### src/rtl/cfgd_pkg.sv
// Shared definitions for the configuration stream deframer.
// Holds the sequencing states and the start-pattern constant.
package cfgd_pkg;

    typedef enum logic [2:0] {
        ST_HUNT  = 3'd0,   // searching for the start pattern
        ST_LEN   = 3'd1,   // shifting in the length field
        ST_LOAD  = 3'd2,   // taking in own frames
        ST_SPILL = 3'd3,   // memory full, forwarding surplus bits
        ST_DONE  = 3'd4    // start-up requested
    } cfgd_state_t;

    localparam int               SYNC_BITS    = 8;
    localparam logic [SYNC_BITS-1:0] SYNC_PATTERN = 8'b1111_0010;

endpackage

### src/rtl/cfgd_sync_hunt.sv
// Start-pattern detector.
// Keeps a history of the last PAT_W bits while enabled and flags the bit that
// completes PATTERN. Assumes: flush is held whenever the search is not active,
// so every new search starts from an empty history.
module cfgd_sync_hunt #(
    parameter int               PAT_W   = 8,
    parameter logic [PAT_W-1:0] PATTERN = '1
) (
    input  logic clk,
    input  logic rst_n,
    input  logic en,
    input  logic flush,
    input  logic bit_in,
    output logic hit
);

    logic [PAT_W-1:0] hist;
    logic [PAT_W-1:0] hist_next;

    // Candidate history including the bit present at this edge.
    always_comb begin
        hist_next = {hist[PAT_W-2:0], bit_in};
        hit       = en && (hist_next == PATTERN);
    end

    // Shift the history while searching, empty it otherwise.
    always_ff @(posedge clk) begin
        if (!rst_n || flush) begin
            hist <= '0;
        end else if (en) begin
            hist <= hist_next;
        end
    end

endmodule

### src/rtl/cfgd_frame_rx.sv
// Frame receiver for the own-memory phase.
// Walks the start/data/stop layout of each record and gathers the data field
// (first bit ends in the MSB). It reports a bad start or stop bit, and it
// strobes the completed record out one cycle after its last stop bit.
// Assumes: restart is held while the own-memory phase is not active.
module cfgd_frame_rx #(
    parameter int DATA_W = 71,
    parameter int FRAMES = 197,
    parameter int IDX_W  = (FRAMES > 1) ? $clog2(FRAMES) : 1
) (
    input  logic              clk,
    input  logic              rst_n,
    input  logic              en,
    input  logic              restart,
    input  logic              bit_in,
    output logic              bad,
    output logic              last_done,
    output logic              wr_en,
    output logic [IDX_W-1:0]  wr_idx,
    output logic [DATA_W-1:0] wr_data
);

    localparam int POS_W = $clog2(DATA_W + 4);
    localparam logic [POS_W-1:0] POS_LAST_DATA = POS_W'(DATA_W);
    localparam logic [POS_W-1:0] POS_LAST_STOP = POS_W'(DATA_W + 3);
    localparam logic [IDX_W-1:0] IDX_FINAL     = IDX_W'(FRAMES - 1);

    logic [POS_W-1:0]  pos;
    logic [IDX_W-1:0]  fcnt;
    logic [DATA_W-1:0] shreg;
    logic              at_start, at_stop, at_data, skip, done_now;

    // Decode the position of the current bit inside the record.
    always_comb begin
        at_start  = (pos == '0);
        at_data   = !at_start && (pos <= POS_LAST_DATA);
        at_stop   = (pos > POS_LAST_DATA);
        skip      = en && at_start && (fcnt == '0) && bit_in;
        bad       = en && ((at_start && bit_in && (fcnt != '0)) ||
                           (at_stop && !bit_in));
        done_now  = en && (pos == POS_LAST_STOP) && bit_in;
        last_done = done_now && (fcnt == IDX_FINAL);
    end

    // Advance the bit position and frame count.
    always_ff @(posedge clk) begin
        if (!rst_n || restart) begin
            pos  <= '0;
            fcnt <= '0;
        end else if (en && !skip && !bad) begin
            pos <= done_now ? '0 : pos + POS_W'(1);
            if (done_now) begin
                fcnt <= fcnt + IDX_W'(1);
            end
        end
    end

    // Gather the data field, MSB first.
    always_ff @(posedge clk) begin
        if (!rst_n) begin
            shreg <= '0;
        end else if (en && at_data) begin
            shreg <= {shreg[DATA_W-2:0], bit_in};
        end
    end

    // Present a completed record for one cycle.
    always_ff @(posedge clk) begin
        if (!rst_n) begin
            wr_en   <= 1'b0;
            wr_idx  <= '0;
            wr_data <= '0;
        end else begin
            wr_en <= done_now;
            if (done_now) begin
                wr_idx  <= fcnt;
                wr_data <= shreg;
            end
        end
    end

endmodule

### src/rtl/cfgd_clk_tally.sv
// Configuration clock counter.
// Loads the start-pattern length when a start is recognised and then counts
// every edge while the stream is active. Assumes: load and run never clash
// (load happens only while searching, run only after).
module cfgd_clk_tally #(
    parameter int CNT_W    = 24,
    parameter int LOAD_VAL = 8
) (
    input  logic             clk,
    input  logic             rst_n,
    input  logic             load,
    input  logic             run,
    output logic [CNT_W-1:0] count
);

    // Load on a recognised start, otherwise count active edges.
    always_ff @(posedge clk) begin
        if (!rst_n) begin
            count <= '0;
        end else if (load) begin
            count <= CNT_W'(LOAD_VAL);
        end else if (run) begin
            count <= count + CNT_W'(1);
        end
    end

endmodule

### src/rtl/cfgd_dout_stage.sv
// Data-out stage.
// Picks the forwarded bit or a constant 1 on the rising edge and launches it
// on the falling edge, so the next device samples it half a clock later.
// Assumes: fwd reflects the sequencing state before the current edge.
module cfgd_dout_stage (
    input  logic clk,
    input  logic rst_n,
    input  logic fwd,
    input  logic bit_in,
    output logic dout
);

    logic held;

    // Capture the outgoing value on the rising edge.
    always_ff @(posedge clk) begin
        if (!rst_n) begin
            held <= 1'b1;
        end else begin
            held <= fwd ? bit_in : 1'b1;
        end
    end

    // Launch it on the falling edge.
    always_ff @(negedge clk) begin
        if (!rst_n) begin
            dout <= 1'b1;
        end else begin
            dout <= held;
        end
    end

endmodule

### src/rtl/cfg_stream_deframer.sv
// Serial configuration stream deframer (top).
// Sequences search, length capture, own-frame loading, surplus forwarding and
// the start-up request. Assumes: din is stable around each rising edge of
// cclk, and rst_n is synchronous to cclk.
module cfg_stream_deframer
    import cfgd_pkg::*;
#(
    parameter  int DATA_W = 71,
    parameter  int FRAMES = 197,
    parameter  int LEN_W  = 24,
    localparam int IDX_W  = (FRAMES > 1) ? $clog2(FRAMES) : 1
) (
    input  logic              cclk,
    input  logic              rst_n,
    input  logic              din,
    output logic              dout,
    output logic              wr_en,
    output logic [IDX_W-1:0]  wr_idx,
    output logic [DATA_W-1:0] wr_data,
    output logic              startup_req,
    output logic              frame_err
);

    localparam int LPOS_W = $clog2(LEN_W + 1);
    localparam logic [LPOS_W-1:0] LPOS_LAST = LPOS_W'(LEN_W - 1);

    cfgd_state_t       state;
    logic              sync_hit, rx_bad, rx_last;
    logic              in_hunt, in_len, in_load, in_spill, fwd, cnt_run;
    logic [LEN_W-1:0]  len_q, clk_cnt, cnt_next;
    logic [LPOS_W-1:0] len_pos;
    logic              len_match;

    // State decodes shared by the submodules.
    always_comb begin
        in_hunt   = (state == ST_HUNT);
        in_len    = (state == ST_LEN);
        in_load   = (state == ST_LOAD);
        in_spill  = (state == ST_SPILL);
        fwd       = in_hunt || in_len || in_spill;
        cnt_run   = in_len || in_load || in_spill;
        cnt_next  = clk_cnt + LEN_W'(1);
        len_match = (cnt_next == len_q);
    end

    cfgd_sync_hunt #(
        .PAT_W   (SYNC_BITS),
        .PATTERN (SYNC_PATTERN)
    ) u_hunt (
        .clk    (cclk),
        .rst_n  (rst_n),
        .en     (in_hunt),
        .flush  (!in_hunt),
        .bit_in (din),
        .hit    (sync_hit)
    );

    cfgd_frame_rx #(
        .DATA_W (DATA_W),
        .FRAMES (FRAMES),
        .IDX_W  (IDX_W)
    ) u_rx (
        .clk       (cclk),
        .rst_n     (rst_n),
        .en        (in_load),
        .restart   (!in_load),
        .bit_in    (din),
        .bad       (rx_bad),
        .last_done (rx_last),
        .wr_en     (wr_en),
        .wr_idx    (wr_idx),
        .wr_data   (wr_data)
    );

    cfgd_clk_tally #(
        .CNT_W    (LEN_W),
        .LOAD_VAL (SYNC_BITS)
    ) u_tally (
        .clk   (cclk),
        .rst_n (rst_n),
        .load  (sync_hit),
        .run   (cnt_run),
        .count (clk_cnt)
    );

    cfgd_dout_stage u_out (
        .clk    (cclk),
        .rst_n  (rst_n),
        .fwd    (fwd),
        .bit_in (din),
        .dout   (dout)
    );

    // Main sequencer.
    always_ff @(posedge cclk) begin
        if (!rst_n) begin
            state <= ST_HUNT;
        end else begin
            case (state)
                ST_HUNT:  if (sync_hit) state <= ST_LEN;
                ST_LEN:   if (len_pos == LPOS_LAST) state <= ST_LOAD;
                ST_LOAD: begin
                    if (rx_bad) begin
                        state <= ST_HUNT;
                    end else if (rx_last) begin
                        state <= len_match ? ST_DONE : ST_SPILL;
                    end
                end
                ST_SPILL: if (len_match) state <= ST_DONE;
                default:  state <= state;
            endcase
        end
    end

    // Length field capture, MSB first.
    always_ff @(posedge cclk) begin
        if (!rst_n) begin
            len_q   <= '0;
            len_pos <= '0;
        end else if (in_len) begin
            len_q   <= {len_q[LEN_W-2:0], din};
            len_pos <= (len_pos == LPOS_LAST) ? '0 : len_pos + LPOS_W'(1);
        end else begin
            len_pos <= '0;
        end
    end

    // Sticky framing error.
    always_ff @(posedge cclk) begin
        if (!rst_n) begin
            frame_err <= 1'b0;
        end else if (rx_bad) begin
            frame_err <= 1'b1;
        end
    end

    assign startup_req = (state == ST_DONE);

endmodule

### config.mk
export PLATFORM = sky130hd
export DESIGN_NAME = cfg_stream_deframer
export DESIGN_NICKNAME = d
export VERILOG_FILES = /design/src/rtl/cfgd_pkg.sv /design/src/rtl/cfgd_sync_hunt.sv /design/src/rtl/cfgd_frame_rx.sv /design/src/rtl/cfgd_clk_tally.sv /design/src/rtl/cfgd_dout_stage.sv /design/src/rtl/cfg_stream_deframer.sv
export SDC_FILE = /design/constraint.sdc
export NUM_CORES = 1
export LEC_CHECK = 0
export BUFFER_PORTS_ARGS = -buffer_cell sky130_fd_sc_hd__buf_2
export CORE_MARGIN = 2
export CORE_UTILIZATION = 40
export DETAILED_ROUTE_END_ITERATION = 12
export GPL_TIMING_DRIVEN = 0
export PLACE_DENSITY = 0.59
export SYNTH_ARGS = -nofsm -noshare
export SYNTH_HDL_FRONTEND = slang
export SYNTH_SLANG_ARGS = --single-unit
### constraint.sdc
create_clock -name cclk -period 2.8 [get_ports cclk]
set_input_delay 0.7 -clock cclk [delete_from_list [all_inputs] [get_ports cclk]]
set_output_delay 0.7 -clock cclk [all_outputs]
set_load 0.005 [all_outputs]
---- Yosys cells after proc, flatten, opt, wreduce, memory -nomap -nowiden ----
Cells that the tools add are included.
storage, ports and cells
  bits in registers ....................... 232
  input bits .............................. 3
  output and inout port bits .............. 83
  word-level logic and storage cells ...... 86
operators by class
  add/subtract/negate cells ............... 4
  $lt $le $gt $ge ......................... 2
  equal/unequal tests ..................... 13
  mux-type cells .......................... 10
  bitwise operators ....................... 2
  reduce and logical (&&, ||, !) cells .... 40
operators by type and width
  cell                                                                    number
  24-bit by 1-bit adder with 24-bit output (second input constant)        1
  24-bit equality test                                                    1
  3-bit 2-to-1 mux                                                        6
  8-bit equality test (second input constant)                             2
  1-bit logical AND                                                       15
  3-bit one-hot mux with 4 select lines                                   1
  8-bit by 1-bit adder with 8-bit output (second input constant)          1
  8-bit logical NOT                                                       1
  4-bit 2-to-1 mux                                                        2
  8-bit nonzero test                                                      1
  7-bit by 1-bit adder with 7-bit output (second input constant)          1
  7-bit equality test (second input constant)                             1
  7-bit > comparator (second input constant)                              1
  7-bit less-or-equal comparator (second input constant)                  1
  1-bit logical NOT                                                       7
  7-bit logical NOT                                                       1
  1-bit logical OR                                                        7
  7-bit 2-to-1 mux                                                        1
  3-bit by 2-bit equality test with 1-bit output (second input constant)  2
  5-bit by 1-bit adder with 5-bit output (second input constant)          1
  5-bit equality test (second input constant)                             1
  5-bit AND reduction                                                     1
  2-bit by 1-bit != test with 1-bit output (second input constant)        2
  2-bit AND reduction                                                     2
  10 further kinds                                                        11

---- Logic depth before layout (Yosys ltp) ----
Gate-level depths: netlist (run 1).
  depth in word-level cells ............... 8
  mapped depth ............................ 10
  mapped depth without buffers ............ 9

---- Modules after synthesis ----
A second synthesis (run 1) with hierarchy kept.
second synthesis, totals
  cell total of the unflattened synthesis .. 1136
  area total of the unflattened synthesis .. 10018.4 µm²
by module, submodules not included
  module               instances  cells an instance  area each (µm²)  sequential area each (µm²)
  cfgd_frame_rx        1          686                6348.6           3323.2
  cfg_stream_deframer  1          288                2230.9           660.6
  cfgd_clk_tally       1          130                1104.8           480.5
  cfgd_sync_hunt       1          27                 276.5            140.1
  cfgd_dout_stage      1          5                  57.6             40.0

==> impl_metrics.ini, run 1 <==
[yosys]
synth.ff_latch_count = 232
ys_dominant_reg_cell = dfxtp_1
yosys_warnings = 0
post_synth_instance_area_sq_um = 9420
netlist.area_leader.share = 0.493
synth-async-reset-ratio = 0
synth_enable_flop_cells = 0
yosys.area.top_type = dfxtp_1
synth_top_cells_by_area = dfxtp_1, nand2_1, a21oi_1
syn-mean-instance-area_sq_um = 7.92
ys_seq_area_frac = 0.493
gate_count_after_technology_mapping = 1189
synth_nets = 1199
synth.lib_cells_used.distinct = 63

[finish]
fin_util = 0.485
area_growth_pct = 19.8
ff_latch_area_sq_um = 4640
post_route_cells_drive_above_1_share = 0.122
fillers = 2344
area_used_by_multi_input_combinational_logic_sq_um = 4450
finish.net_count = 1313
antenna-diode-count = 0

[drt]
first_pass_iters = 5
route.met2.wl_um = 10500
route.layer.met1.wl_um = 10600
drt-vias-per-instance = 4.95
drc_errors = 0
routed_wire_length_per_instance_um = 13.8
ant_nets = 0
routed.top_layer = met4
dr_wl_met3_um = 1320
totalWireLength_um = 22700
drt_iter0_markers = 391
num_vias = 8120

[worst_setup_path]
worst-path-buf-inv = 1
crit_path_top_delay_cell = dfxtp_1
critical_path_arrival_ns = 2.36
cp_top_family = flip-flops
path_class = register to output pin
timing.critical_path.from_type = register
worst_ep_required_time_ns = 2.10
crit_chain = buf_2
critPathMaxStageDelay_ns = 0.28
end_kind = output pin
path_max_fanout = 1

[placement]
io_buffers = 85
place_ws_ns = -0.390
gp_routability_congestion = 0.808
hpwl_um = 15600

[status]
failed_checks = negative setup slack
run_status = finished with violations

[clocking]
cts_inserted_buffers = 26
clk_pin_slew_worst_paths_ns = 0.06
max-clock-path-buffers = 3
ctsHtreeMaxLevel = 1
cts_tree = yes
cts.sinks = 232
clockRootBuffer = clkbuf_16
clock_latency_on_the_worst_skew_pair_ns = 0.57

[pwr]
power.leakage_nw = 4.07
max-vdd-ir-drop_mv = 0.433
report.power.total_mw = 7.80
power.density_nw_per_um2 = 691

[timing]
slew_hr = 0.452
rsz0062_at_grt = yes
report.final.setup_viol = 1
worst-slew-pin-transition_ns = 0.815
worst_slack_ns = -0.261
final_max_slew_viol_count = 0
finalClockSkew_ns = 0.0514
timing.final.hold_violations = 0

[global_routing]
groute.usage.overall = 0.181
grt_pass1_vias = 7447
grt_pass1_wl_um = 37000
globalRoute.totalOverflow = 0
grt_max_degree = 14
initial_antenna_violation_count = 0

[worst_hold_path]
min-delay-path-class = register to register

[die]
floorplan.die_area_sq_um = 24800
boundaryPins = 86
die-width_um = 157
fp-row-count = 56
placeableCoreArea_sq_um = 23300
dieHeight_um = 157
initial_util = 0.405

[run]
maxCapViolations = 0
==> metrics by stage <==
| step | instance area (sq um) | TNS [ns] | instances | hold WS (ns) |
|---|---|---|---|---|
| after floorplan | 9420 | 0 | 1189 | 0.418 |
| after global placement | 10200 | -16.06 | 1593 | 0.431 |
| after detailed placement | 10200 | -14.11 | 1593 | 0.442 |
| after CTS | 11200 | -0.281 | 1640 | 0.450 |
| after global routing | 11300 | -0.301 | 1641 | 0.461 |
| final | 11300 | -0.261 | 1641 | 0.448 |
==> worst paths after layout <==
kind	cells after the start	endpoint	slack (ns)	from
worst max-delay path	1	dout	-0.26	u_out.dout
worst min-delay path	2	u_rx.wr_idx[2]	0.45	u_rx.wr_idx[2]
worst max register to register	9	state[0]	0.15	u_tally.count[0]
worst min register to register	2	u_rx.wr_idx[2]	0.45	u_rx.wr_idx[2]
==> cells by family (layout without fill, tap and decap cells) <==
logic type / after synthesis / in the layout / synth area share
AOI/OAI and AO/OA: 227 / 227 / 0.135
xor gates and xnor gates: 63 / 63 / 0.0586
adders and majority gates: 7 / 7 / 0.00930
buffers and inverters: 93 / 226 / 0.0401
DFF: 232 / 232 / 0.493
muxes: 2 / 2 / 0.00266
and+or+nand+nor: 565 / 565 / 0.262
==> synth_stat cells, types with 5 or more instances <==
master and number:
dfxtp_1 232, nor3_1 7, buf_4 6, o21ai_0 7, xor2_1 34, nand2b_1 6
nand4_1 13, nor2_1 63, or3_1 6, a21oi_1 184, and4_1 5, nand3_1 19
buf_2 5, or4_1 5, xnor2_1 29, clkbuf_1 69, inv_1 9, and3_1 20
o2111ai_1 6, nor2b_1 6, ha_1 7, nand2_1 387
==> placed cells by master (no fill, tap or decap), types with 8 or more instances in the layout <==
cell         n
buf_2       90
dfxtp_1    232
nand4_1     13
nand3_1     18
buf_4        8
nand2_1    387
clkbuf_16   27
nor2_1      62
clkbuf_1    71
xnor2_1     29
a21oi_1    184
xor2_1      34
inv_1        9
and3_1      19
==> final cells by class <==
cell class	count	share of cell area
repair buffers	87	0.0390
flip-flops and latches	232	0.412
clock buffers	36	0.0682
plain buffers	81	0.0295
inverters	10	0.00333
clock inverters	12	0.0187
well taps	319	0.0354
multi-input cells	864	0.394
==> state kept, by name, summed over array words and instances, names as in the netlist <==
register / flops
u_rx.fcnt: 8
u_tally.count: 24
u_rx.wr_data: 71
u_rx.shreg: 71
u_rx.wr_en: 1
u_rx.pos: 7
frame_err: 1
u_hunt.hist: 7
state: 3
u_out.held: 1
len_pos: 5
u_out.dout: 1
u_rx.wr_idx: 8
len_q: 24
==> metal layers <==
metal / vias up / GRT usage
met1: 3754 / 0.242
met3: 33 / 0.0410
met2: 158 / 0.299
met4: 0 / 0.0433
li1: 4175 / -
met5: - / 0
==> what timing repair did <==
item / 4_1_cts / 5_1_grt
gates resized for setup: 2 / 7
buffers inserted: 0 / 2
hold buffers: 0 / 0
setup endpoints to repair: 4 / 47
hold endpoints to repair: 0 / 0
pin swaps: 1 / 1
==> where the power goes <==
part | total, mW | switching (mW) | internal [mW]
logic | 0.598 | 0.417 | 0.182
registers | 3.38 | 0.0363 | 3.34
clock network | 3.82 | 1.36 | 2.46
total | 7.80 | 1.82 | 5.98
(Power assumes the default switching activity.)
==> run 2: changes to the inputs <==
--- a/config.mk
+++ b/config.mk
@@ -11,6 +11,7 @@
 export DETAILED_ROUTE_END_ITERATION = 12
 export GPL_TIMING_DRIVEN = 0
 export PLACE_DENSITY = 0.59
+export REMOVE_ABC_BUFFERS = 1
 export SYNTH_ARGS = -nofsm -noshare
 export SYNTH_HDL_FRONTEND = slang
 export SYNTH_SLANG_ARGS = --single-unit
==> impl_metrics.ini, run 2 (same netlist as run 1, synthesis figures left out) <==
[timing]
rsz0062_at_grt = yes
worst_slack_ns = -0.256
final_max_slew_viol_count = 0
finalClockSkew_ns = 0.0476
hold-worst-slack_ns = 0.446
slew_hr = 0.408
timing.final.hold_violations = 0
worst-slew-pin-transition_ns = 0.887
report.final.setup_viol = 1

[clocking]
clockRootBuffer = clkbuf_16
clock_latency_on_the_worst_skew_pair_ns = 0.56
clk_pin_slew_worst_paths_ns = 0.06
max-clock-path-buffers = 3
cts_inserted_buffers = 27
cts.sinks = 232
ctsHtreeMaxLevel = 1
cts_tree = yes

[worst_hold_path]
min-delay-path-class = register to register
launch_point_of_the_worst_hold_path = u_rx.wr_idx[5]
worst_min_delay_path_endpoint = u_rx.wr_idx[5]
min_delay_path_depth = 2

[finish]
biggestRegsByFlops = u_rx.shreg (71), u_rx.wr_data (71)
layout.cell_area.non_filler_sq_um = 11000
commonest_non_fill_non_tap_cells_in_the_layout = nand2_1, dfxtp_1, a21oi_1
post_route_cells_drive_above_1_share = 0.134
antenna-diode-count = 0
area_growth_pct = 17.2
finish.net_count = 1241
most_common_cell_after_layout_fill_and_taps_aside = nand2_1
fillers = 2386

[worst_setup_path]
crit_chain = buf_2
crit_path_top_delay_cell = dfxtp_1
r2r_start = u_tally.count[5]
worst_ep_required_time_ns = 2.10
path_class = register to output pin
critPathMaxStageDelay_ns = 0.28
reg2reg_setup_slack_ns = 0.18
critical_path_arrival_ns = 2.36
cp_top_family = flip-flops
worst-path-buf-inv = 1
timing.critical_path.from_type = register
critical_path_depth = 1
path_max_fanout = 1
worstRegToRegCells = 7
regToRegEndpoint = state[0]
end_kind = output pin

[placement]
gp_routability_congestion = 0.806
io_buffers = 85
hpwl_um = 13000
placed_cell_area_sq_um = 10100

[die]
boundaryPins = 86
die-width_um = 157
placeableCoreArea_sq_um = 23300
dieHeight_um = 157
floorplan.die_area_sq_um = 24800
initial_util = 0.405
fp-row-count = 56

[drt]
ant_nets = 0
drc_errors = 0
num_vias = 7798
drt-vias-per-instance = 4.96
totalWireLength_um = 21200
first_pass_iters = 5
drt_iter0_markers = 344
routed_wire_length_per_instance_um = 13.5

[global_routing]
grt_pass1_vias = 7274
grt_pass1_wl_um = 35800
grt_max_degree = 125
initial_antenna_violation_count = 0
globalRoute.totalOverflow = 0
groute.usage.overall = 0.172

[pwr]
max-vdd-ir-drop_mv = 0.451
power.leakage_nw = 3.94
power.density_nw_per_um2 = 664

[status]
failed_checks = negative setup slack
run_status = finished with violations

[run]
maxCapViolations = 0
==> run 2: worst max-delay path by stage <==
stage | start | end | slack, ns
6_report | u_out.dout | dout | -0.26
3_3_place_gp | din | state[1] | -4.59
5_1_grt | u_out.dout | dout | -0.28
2_1_floorplan | din | state[1] | -2.22
4_1_cts | u_out.dout | dout | -0.27
3_5_place_dp | din | state[1] | -0.79
==> run 2: metal layers <==
layer	global-route usage	share of wire	up-vias
met5	0	0	-
met4	0.0385	0.013	0
met3	0.0452	0.062	23
met2	0.281	0.45	117
met1	0.230	0.48	3637
li1	-	-	4021
==> run 2: cell type report <==
| type | count | area, sq um | share of cell area |
|---|---|---|---|
| clock buffer | 39 | 771 | 0.0698 |
| sequential | 232 | 4650 | 0.421 |
| inverter | 10 | 42.5 | 0.00385 |
| multi-input combinational | 864 | 4460 | 0.404 |
| tap | 319 | 399 | 0.0362 |
| timing repair buffer | 95 | 619 | 0.0561 |
| clock inverter | 12 | 96.3 | 0.00873 |
==> run 2: per-stage QoR <==
step           power [mW]  setup WS, ns  setup TNS [ns]  instances  utilization
4_1_cts              7.42        -0.271          -0.271       1571        0.473
2_1_floorplan        3.82         -2.22         -221.35       1107            -
5_1_grt              7.63        -0.282          -0.282       1571        0.474
3_3_place_gp         3.98         -4.59         -663.64       1511        0.426
3_5_place_dp         4.03        -0.790           -5.15       1520        0.435
6_report             7.32        -0.256          -0.256       1571        0.474
==> run 2: where the power goes <==
group          leakage (nW)  switching [mW]  internal, mW
Combinational          1.65           0.391         0.177
Clock                 0.425            1.35          2.01
Sequential             1.87          0.0526          3.34
Total                  3.94            1.80          5.52
==> run 2: what timing repair did <==
| action | in CTS | in global routing |
|---|---|---|
| hold endpoints to repair | 0 | 0 |
| hold buffers | 0 | 0 |
| buffers inserted | 1 | 0 |
| resized for setup | 2 | 10 |
| setup endpoints to repair | 4 | 4 |
| pin swaps | 2 | 1 |
